==> config.mk <==
export PLATFORM = sky130hd
export DESIGN_NAME = store_watch_unit
export DESIGN_NICKNAME = d
export VERILOG_FILES = /design/src/rtl/swu_pkg.sv /design/src/rtl/swu_arm_check.sv /design/src/rtl/swu_line_match.sv /design/src/rtl/swu_watch_state.sv /design/src/rtl/store_watch_unit.sv
export SDC_FILE = /design/constraint.sdc
export NUM_CORES = 1
export LEC_CHECK = 0
export BUFFER_PORTS_ARGS = -buffer_cell sky130_fd_sc_hd__buf_2
export CAP_MARGIN = 20
export CORE_ASPECT_RATIO = 0.75
export CORE_MARGIN = 2
export CORE_UTILIZATION = 30
export CTS_BUF_LIST = sky130_fd_sc_hd__clkbuf_8
export DETAILED_ROUTE_END_ITERATION = 16
export GPL_ROUTABILITY_DRIVEN = 0
export GPL_TIMING_DRIVEN = 0
export HOLD_SLACK_MARGIN = 0.15
export SYNTH_ARGS = -nofsm -noshare
export SYNTH_HDL_FRONTEND = slang
export SYNTH_SLANG_ARGS = --single-unit
==> constraint.sdc <==
create_clock -name clk -period 2.8 [get_ports clk]
set_input_delay 0.28 -clock clk [delete_from_list [all_inputs] [get_ports clk]]
set_output_delay 0.28 -clock clk [all_outputs]
set_load 0.01 [all_outputs]
==> src/rtl/swu_pkg.sv <==
// Shared types for the store address watch unit.
// Assumes: two-bit memory type and two-bit arm status codes.
package swu_pkg;
    typedef enum logic [1:0] {
        ARM_OK  = 2'b00,
        ARM_GPF = 2'b01,
        ARM_ILL = 2'b10
    } arm_code_t;

    localparam logic [1:0] MT_WRITE_BACK = 2'b11;
endpackage

==> src/rtl/swu_arm_check.sv <==
// Validates an arm request and produces its status code.
// Assumes: the hint word never reaches this block; the disable is checked before the extension word.
module swu_arm_check
    import swu_pkg::*;
#(
    parameter int EXT_W = 32
) (
    input  logic             arm_req,
    input  logic             feature_off,
    input  logic [EXT_W-1:0] arm_ext,
    output logic             arm_ok,
    output arm_code_t        arm_code
);
    // Pick the status: illegal when disabled, fault on a nonzero extension word, otherwise success.
    always_comb begin
        if (feature_off) begin
            arm_code = ARM_ILL;
        end else if (arm_ext != '0) begin
            arm_code = ARM_GPF;
        end else begin
            arm_code = ARM_OK;
        end
        arm_ok = arm_req && (arm_code == ARM_OK);
    end
endmodule

==> src/rtl/swu_line_match.sv <==
// Compares two addresses at line granularity.
// Assumes: LINE_BYTES is a power of two no larger than the address space.
module swu_line_match #(
    parameter int ADDR_W     = 32,
    parameter int LINE_BYTES = 64
) (
    input  logic [ADDR_W-1:0] addr_a,
    input  logic [ADDR_W-1:0] addr_b,
    output logic              same_line
);
    localparam int OFS_W = $clog2(LINE_BYTES);
    localparam logic [ADDR_W-1:0] HI_MASK = {ADDR_W{1'b1}} << OFS_W;

    // Equal when every bit above the line offset agrees.
    always_comb begin
        same_line = ((addr_a ^ addr_b) & HI_MASK) == '0;
    end
endmodule

==> src/rtl/swu_watch_state.sv <==
// Holds the armed bit, fired flag, latched base and sleeping waiter, and registers all responses.
// Assumes: st_hit is already qualified by valid, write-back type, armed-or-arming and line match.
module swu_watch_state
    import swu_pkg::*;
#(
    parameter int ADDR_W     = 32,
    parameter int LINE_BYTES = 64
) (
    input  logic              clk,
    input  logic              rst_n,
    input  logic              arm_req,
    input  logic              arm_ok,
    input  arm_code_t         arm_code,
    input  logic [ADDR_W-1:0] arm_addr,
    input  logic              st_hit,
    input  logic              wait_req,
    output logic [ADDR_W-1:0] base,
    output logic              armed,
    output logic              fired,
    output logic              arm_rsp_valid,
    output arm_code_t         arm_rsp_code,
    output logic              wait_rsp_valid,
    output logic              wait_rsp_now,
    output logic              wake_pulse
);
    localparam int OFS_W = $clog2(LINE_BYTES);
    localparam logic [ADDR_W-1:0] HI_MASK = {ADDR_W{1'b1}} << OFS_W;

    logic sleeping;
    logic wait_now;
    logic wake_hit;

    // Decide whether a wait completes at once and whether a sleeper is woken.
    always_comb begin
        wait_now = !armed || fired || st_hit;
        wake_hit = sleeping && st_hit;
    end

    // Watch state: an arm sets armed and resets fired; a store hit wins over that reset.
    always_ff @(posedge clk) begin
        if (!rst_n) begin
            armed <= 1'b0;
            fired <= 1'b0;
            base  <= '0;
        end else begin
            if (arm_ok) begin
                armed <= 1'b1;
                base  <= arm_addr & HI_MASK;
                fired <= st_hit;
            end else begin
                fired <= fired || st_hit;
                if ((wait_req && wait_now) || wake_hit) begin
                    armed <= 1'b0;
                end
            end
        end
    end

    // Sleeping waiter: set by a wait that must sleep, cleared by its wake.
    always_ff @(posedge clk) begin
        if (!rst_n) begin
            sleeping <= 1'b0;
        end else if (wait_req && !wait_now) begin
            sleeping <= 1'b1;
        end else if (wake_hit) begin
            sleeping <= 1'b0;
        end
    end

    // Registered responses and wake pulse.
    always_ff @(posedge clk) begin
        if (!rst_n) begin
            arm_rsp_valid  <= 1'b0;
            arm_rsp_code   <= ARM_OK;
            wait_rsp_valid <= 1'b0;
            wait_rsp_now   <= 1'b0;
            wake_pulse     <= 1'b0;
        end else begin
            arm_rsp_valid  <= arm_req;
            arm_rsp_code   <= arm_req ? arm_code : ARM_OK;
            wait_rsp_valid <= wait_req;
            wait_rsp_now   <= wait_req && wait_now;
            wake_pulse     <= wake_hit;
        end
    end
endmodule

==> src/rtl/store_watch_unit.sv <==
// Top of the store address watch unit: validates arm requests, matches snooped stores
// against the armed line and answers wait requests.
// Assumes: callers do not issue an arm and a wait in the same cycle; if they do, the arm wins.
module store_watch_unit
    import swu_pkg::*;
#(
    parameter int ADDR_W     = 32,
    parameter int EXT_W      = 32,
    parameter int HINT_W     = 32,
    parameter int LINE_BYTES = 64
) (
    input  logic              clk,
    input  logic              rst_n,
    input  logic              feature_off,
    output logic              feature_present,
    output logic [15:0]       line_bytes,
    input  logic              arm_req,
    input  logic [ADDR_W-1:0] arm_addr,
    input  logic [EXT_W-1:0]  arm_ext,
    input  logic [HINT_W-1:0] arm_hint,
    output logic              arm_rsp_valid,
    output logic [1:0]        arm_rsp_code,
    input  logic              st_valid,
    input  logic [ADDR_W-1:0] st_addr,
    input  logic [1:0]        st_mtype,
    input  logic              wait_req,
    output logic              wait_rsp_valid,
    output logic              wait_rsp_now,
    output logic              wake_pulse,
    output logic              watch_armed,
    output logic              watch_fired
);
    logic              arm_ok;
    arm_code_t         arm_code;
    arm_code_t         rsp_code;
    logic [ADDR_W-1:0] base;
    logic [ADDR_W-1:0] ref_addr;
    logic              same_line;
    logic              st_hit;

    // Static outputs: feature status and readable line size.
    always_comb begin
        feature_present = !feature_off;
        line_bytes      = 16'(LINE_BYTES);
    end

    swu_arm_check #(.EXT_W(EXT_W)) u_check (
        .arm_req     (arm_req),
        .feature_off (feature_off),
        .arm_ext     (arm_ext),
        .arm_ok      (arm_ok),
        .arm_code    (arm_code)
    );

    // Reference line: the line being armed this cycle, otherwise the latched base.
    always_comb begin
        ref_addr = arm_ok ? arm_addr : base;
    end

    swu_line_match #(.ADDR_W(ADDR_W), .LINE_BYTES(LINE_BYTES)) u_match (
        .addr_a    (st_addr),
        .addr_b    (ref_addr),
        .same_line (same_line)
    );

    // Qualified store hit: valid write-back store in the armed (or arming) line.
    always_comb begin
        st_hit = st_valid && (st_mtype == MT_WRITE_BACK) && (watch_armed || arm_ok) && same_line;
    end

    swu_watch_state #(.ADDR_W(ADDR_W), .LINE_BYTES(LINE_BYTES)) u_state (
        .clk            (clk),
        .rst_n          (rst_n),
        .arm_req        (arm_req),
        .arm_ok         (arm_ok),
        .arm_code       (arm_code),
        .arm_addr       (arm_addr),
        .st_hit         (st_hit),
        .wait_req       (wait_req),
        .base           (base),
        .armed          (watch_armed),
        .fired          (watch_fired),
        .arm_rsp_valid  (arm_rsp_valid),
        .arm_rsp_code   (rsp_code),
        .wait_rsp_valid (wait_rsp_valid),
        .wait_rsp_now   (wait_rsp_now),
        .wake_pulse     (wake_pulse)
    );

    // Drive the plain status port from the enum.
    always_comb begin
        arm_rsp_code = rsp_code;
    end
endmodule

# [Yosys cells after proc, flatten, opt, wreduce, memory -nomap -nowiden]
# Cells that the tools add are included.
# Widths: inputs -> output; s select.
[word_totals] input_bits=136 ff_bits=35 word_cells=40 output_inout_bits=25
[classes] n_reduce_logical=21 muxes=8 n_bitwise=1 eq_ne=1
[ops] op="$logic_not 32->1" count=1
[ops] op="$mux 32" count=1
[ops] op="$reduce_bool 32->1" count=1
[ops] op="$xor 32x32->32" count=1
[ops] op="$logic_and 1x1->1" count=7
[ops] op="$mux 1" count=6
[ops] op="$logic_or 1x1->1" count=5
[ops] op="$reduce_bool 2->1" count=2
[ops] op="$logic_not 1->1" count=3
[ops] op="$eq 2x2->1 const B" count=1
[ops] op="$logic_not 2->1" count=1
[ops] op="$mux 2" count=1
[ops] op="$reduce_and 2->1" count=1

# [Logic depth before layout (Yosys ltp)]
[logic_depth] ltp_word=14 mapped_depth=10 mapped_depth_nobuf=8

# [Cells and area by module]
# From an unflattened synthesis, not the netlist that was laid out.
[unflattened] cells_unflattened=222 hier_area_um2=2384.8
[by_module_without_submodules] mod="swu_watch_state" area_each_um2=1321.3 seq_area_each_um2=700.7 n_inst=1 cells_each=116
[by_module_without_submodules] mod="store_watch_unit" area_each_um2=685.7 seq_area_each_um2=0.0 n_inst=1 cells_each=58
[by_module_without_submodules] mod="swu_line_match" area_each_um2=287.8 seq_area_each_um2=0.0 n_inst=1 cells_each=35
[by_module_without_submodules] mod="swu_arm_check" area_each_um2=90.1 seq_area_each_um2=0.0 n_inst=1 cells_each=13

# [Worst setup path after synthesis]
# No wires, ideal clock.
[synth_path] path_kind="input to register" from="in arm_ext[8]" to="reg u_state.armed" setup_time_ns=0.120 path_slack_ns=0.269 cell_stages=9 n_path_buf=1 t_required_ns=2.680 arrival_ns=2.411 cell_sequence="nor4_2 -> and4_1 -> buf_4 -> nand3_4 -> mux2_2 -> or4_1 -> nor4_2 -> nand4_2 -> a211o_1"
[synth_via] elab_chain_cells=13 elab_cells_between_ends=17 classes_between="4 x mux; 1 x bitwise; 12 x reduce/logical"
[synth_lines] item="from (decl)" line="store_watch_unit.sv:19" rtl="input logic [EXT_W-1:0] arm_ext,"
[synth_lines] item="$reduce_bool 32->1 *" line="swu_arm_check.sv:18" rtl="end else if (arm_ext != '0) begin"
[synth_lines] item="$mux 1 *" line="swu_arm_check.sv:18"
[synth_lines] item="$mux 2 *" line="swu_arm_check.sv:16" rtl="if (feature_off) begin"
[synth_lines] item="$logic_not 2->1 *" line="swu_arm_check.sv:23" rtl="arm_ok = arm_req && (arm_code == ARM_OK);"
[synth_lines] item="$logic_and 1x1->1 *" line="swu_arm_check.sv:23"
[synth_lines] item="$mux 32" line="store_watch_unit.sv:57" rtl="ref_addr = arm_ok ? arm_addr : base;"
[synth_lines] item="$xor 32x32->32" line="swu_line_match.sv:16" rtl="same_line = ((addr_a ^ addr_b) & HI_MASK) == '0;"
[synth_lines] item="$logic_not 32->1" line="swu_line_match.sv:16"
[synth_lines] item="$logic_and 1x1->1" line="store_watch_unit.sv:68" rtl="st_hit = st_valid && (st_mtype == MT_WRITE_BACK) && (watch_armed || arm_ok) && same_line;"
[synth_lines] item="$logic_or 1x1->1" line="swu_watch_state.sv:35" rtl="wait_now = !armed || fired || st_hit;"
[synth_lines] item="$logic_and 1x1->1" line="swu_watch_state.sv:52" rtl="if ((wait_req && wait_now) || wake_hit) begin"
[synth_lines] item="$logic_or 1x1->1" line="swu_watch_state.sv:52"
[synth_lines] item="$reduce_bool 2->1 (no source line)"
[synth_lines] item="to (signal assigned)" line="swu_watch_state.sv:42" rtl="armed <= 1'b0;"
[synth_lines] item="to (signal assigned)" line="swu_watch_state.sv:47" rtl="armed <= 1'b1;"
[synth_lines] item="to (signal assigned)" line="swu_watch_state.sv:53" rtl="armed <= 1'b0;"
[synth_lines] item="to (decl)" line="swu_watch_state.sv:18" rtl="output logic armed,"
# Every way passes the cells marked *; elsewhere a longest branch is shown, timed or not.
# A chain may end at the register's enable or synchronous reset.

# [Final worst setup path]
[layout_path] from="in arm_ext[7]" to="reg u_state.armed"
# Same word-level chain as after synthesis.

==> metrics.txt <==
site row count=28; Max-Cap Viols=0; Power Density=between 300 and 400 nW/µm²; XOR/XNOR Fraction of Synth Area=0.0499; startpoint types=input pin; CP peak stage delay=approximately 0.45 ns; EDFF count, synth=0; post-DP HPWL=6.38 mm; DIE WIDTH=~110 µm; Ports=~160; grt ovf=0; Hold WS=approximately 0.19 ns; Power Total=1.20 mW; syn avg cell area=just over 8 µm²; root cell of the clock tree=clkbuf_8; post-synthesis mux area share=0.0331; number of synthesis warnings=0; adder-cell share of the synthesized area=0; Rel. slew slack=0.605; part of the power in combinational logic=0.179; Clk network pwr share=0.403; area share of and/or/nand/nor cells after synthesis=0.329; status=complete, no violations; Core Util, Final=0.417; unrepaired setup endpoints after global routing=no; placed instance count=between 500 and 600; slowest library cell on the worst path=or4_1; CTS tree=yes; synth top area cells=dfxtp_1 29%, nand2b_1 6.1%, a21boi_0 5.8%; Via density=4.90; vias in the first global route=about 2600; final max-slew violation count=0; Distinct cells, synth=48; Max clock buf depth=2; P_leak=approximately 1.4 nW; fmax=between 300 and 400 MHz; DRC=0; CTS Sinks=35; Tmin final=roughly 2.7 ns; area leader, netlist=dfxtp_1; Post-Layout Inst Area=between 3000 and 4000 µm²; CP max FO=9; setup TNS=0 ns; share of power burned in registers=0.418; detailed-route via count=2600; Worst EP arrival=~2.9 ns; antenna violations before repair=0; DRT iter0 DRCs=166; GR Util All Layers=0.181; post-place setup slack=-0.343 ns; htree depth=2; die area=8930 µm²; Synth Area in Compound Gates=0.203; DRT antenna net count=0; setup violators final=0; storage element area=around 700 µm²; layout cell share with drive strength beyond 1=0.352; core box area=7920 µm²; dpl cell area=3140 µm²; Critical Path Sink Type=register; Crit Path Class=in -> reg; DR WL/cell=roughly 15 µm; final worst clock skew=between 0.006 and 0.007 ns; number of diodes=0; IO buf count=100; largest net degree at the start of global routing=12; Primary FF master, synth=dfxtp_1; CTS clk-pin slew, worst paths=roughly 0.080 ns; Psw=about 310 µW; Die Ht=82.3 µm; area occupied by multi-input gates=roughly 1600 µm²; first-pass GRT wire length=approximately 13 mm; Cells after Synth=roughly 300; 1st-pass router iterations=4; clock latency on the worst-skew pair=between 0.2 and 0.3 ns; final wirelength=approximately 8.0 mm; largest family of logic cells by synthesized area=simple AND/OR/NAND/NOR gates; hold buffers post-CTS=0; PnR worst setup slack=between 0.1 and 0.15 ns; cell chain of the critical path=buf_2, nor4_2, and4_1, buf_4, nand3_4, mux2_2, or4_1, nor4_4, nand4_2, a211o_1; final hold vios=0; Area Overhead vs Synth=34.6%; worst hold path type=in -> reg; top-area cell type share of the netlist area=0.285; fillers=835; Synth Register Bits=35; asr flop ratio synth=0; TritonCTS buffer count=5; Critical Path RT=between 2 and 3 ns; sw frac=0.255; Cell Area, Synth=2450 µm²; fin cells=~530; layout net count=561; slew of the pin with the lowest slew margin=slightly below 0.6 ns; Final Cycle Share=0.958; starting density of the core=0.310; Peak VDD IR=between 0.2 and 0.3 mV; Internal Power=a little under 900 µW; post-synthesis sequential area ratio=0.285
[sequential cells by signal, indices dropped and copies added (netlist names)]
name and cells:
u_state.wait_rsp_valid 1, u_state.arm_rsp_valid 1, u_state.arm_rsp_code 2, u_state.sleeping 1, u_state.wake_pulse 1, u_state.fired 1, u_state.wait_rsp_now 1, u_state.armed 1
u_state.base 26
[cell families after synthesis]
group	after synthesis
other	2
buffers and inverters	45
multiplexers	8
XOR/XNOR	14
flip-flops	35
AO/OA/AOI/OAI	65
AND/OR/NAND/NOR	132
[cell usage in the layout, fill, tap and decap left out, types with 5 or more instances in the layout]
cell type	count
a21boi_0	19
a2111oi_0	5
nand4_1	11
nor2b_1	15
nor2_1	7
nand2_1	34
xor2_1	6
xnor2_1	8
inv_1	12
buf_4	21
clkbuf_8	6
nand2b_1	24
nor4_1	6
mux2i_1	7
clkbuf_1	8
dfxtp_1	35
buf_2	100
nand3_1	8
nor4_2	8
conb_1	16
[synthesized netlist by cell type, types with 3 or more instances]
master      n
a2111oi_0   6
a211oi_1    3
a21boi_0   19
a21oi_1     4
a32oi_1     4
and4_1      3
buf_4      18
clkbuf_1   12
dfxtp_1    35
inv_1      12
mux2i_1     7
nand2_1    34
nand2b_1   24
nand3_1     8
nand4_1    11
nor2_1      7
nor2b_1    15
nor3_1      3
nor4_1      6
nor4_2      9
o211ai_1    4
o221ai_1    4
o31ai_1     5
xnor2_1     8
xor2_1      6
[per-layer routing]
metal  vias up  global-route usage  wire [µm]
li1       1308                   -          -
met1      1194               0.256       3770
met2        92               0.286       3450
met3         6              0.0447        744
met4         0              0.0269         40
met5         -                   0          0
[repair_timing]
action	in CTS	in global routing
endpoints found under the setup margin	5	4
gates resized for setup	2	10
setup buffers	1	2
pin swaps	1	1
[final timing paths]
check	start	endpoint	slack, ns	cells past startpoint
setup / recovery	arm_ext[7]	u_state.armed	0.12	10
hold / removal	feature_off	u_state.arm_rsp_code[0]	0.19	2
setup reg to reg	u_state.base[24]	u_state.armed	0.13	8
hold reg to reg	u_state.sleeping	u_state.wake_pulse	0.47	2
[cell type report]
type | instances | area share
Multi-Input combinational cell | 235 | 0.481
Sequential cell | 35 | 0.212
Timing Repair Buffer | 103 | 0.158
Buffer | 31 | 0.0572
Tap cell | 105 | 0.0398
Clock buffer | 6 | 0.0250
Inverter | 14 | 0.0159
Clock inverter | 2 | 0.0106
[power by group through the flow]
stage | Sequential (mW) | Combinational [mW] | Clock [mW]
6_report | 0.501 | 0.214 | 0.483
5_1_grt | 0.502 | 0.235 | 0.513
4_1_cts | 0.501 | 0.211 | 0.495
3_5_place_dp | 0.513 | 0.210 | 0
3_3_place_gp | 0.513 | 0.207 | 0
2_1_floorplan | 0.515 | 0.0961 | 0
[critical path: cells and delay by family]
kind	cells	cell delay (ns)
AO/OA/AOI/OAI	1	0.28
AND/OR/NAND/NOR	6	1.70
buffers and inverters	2	0.26
multiplexers	1	0.31
Note: power is estimated with default switching activity, not from simulation.
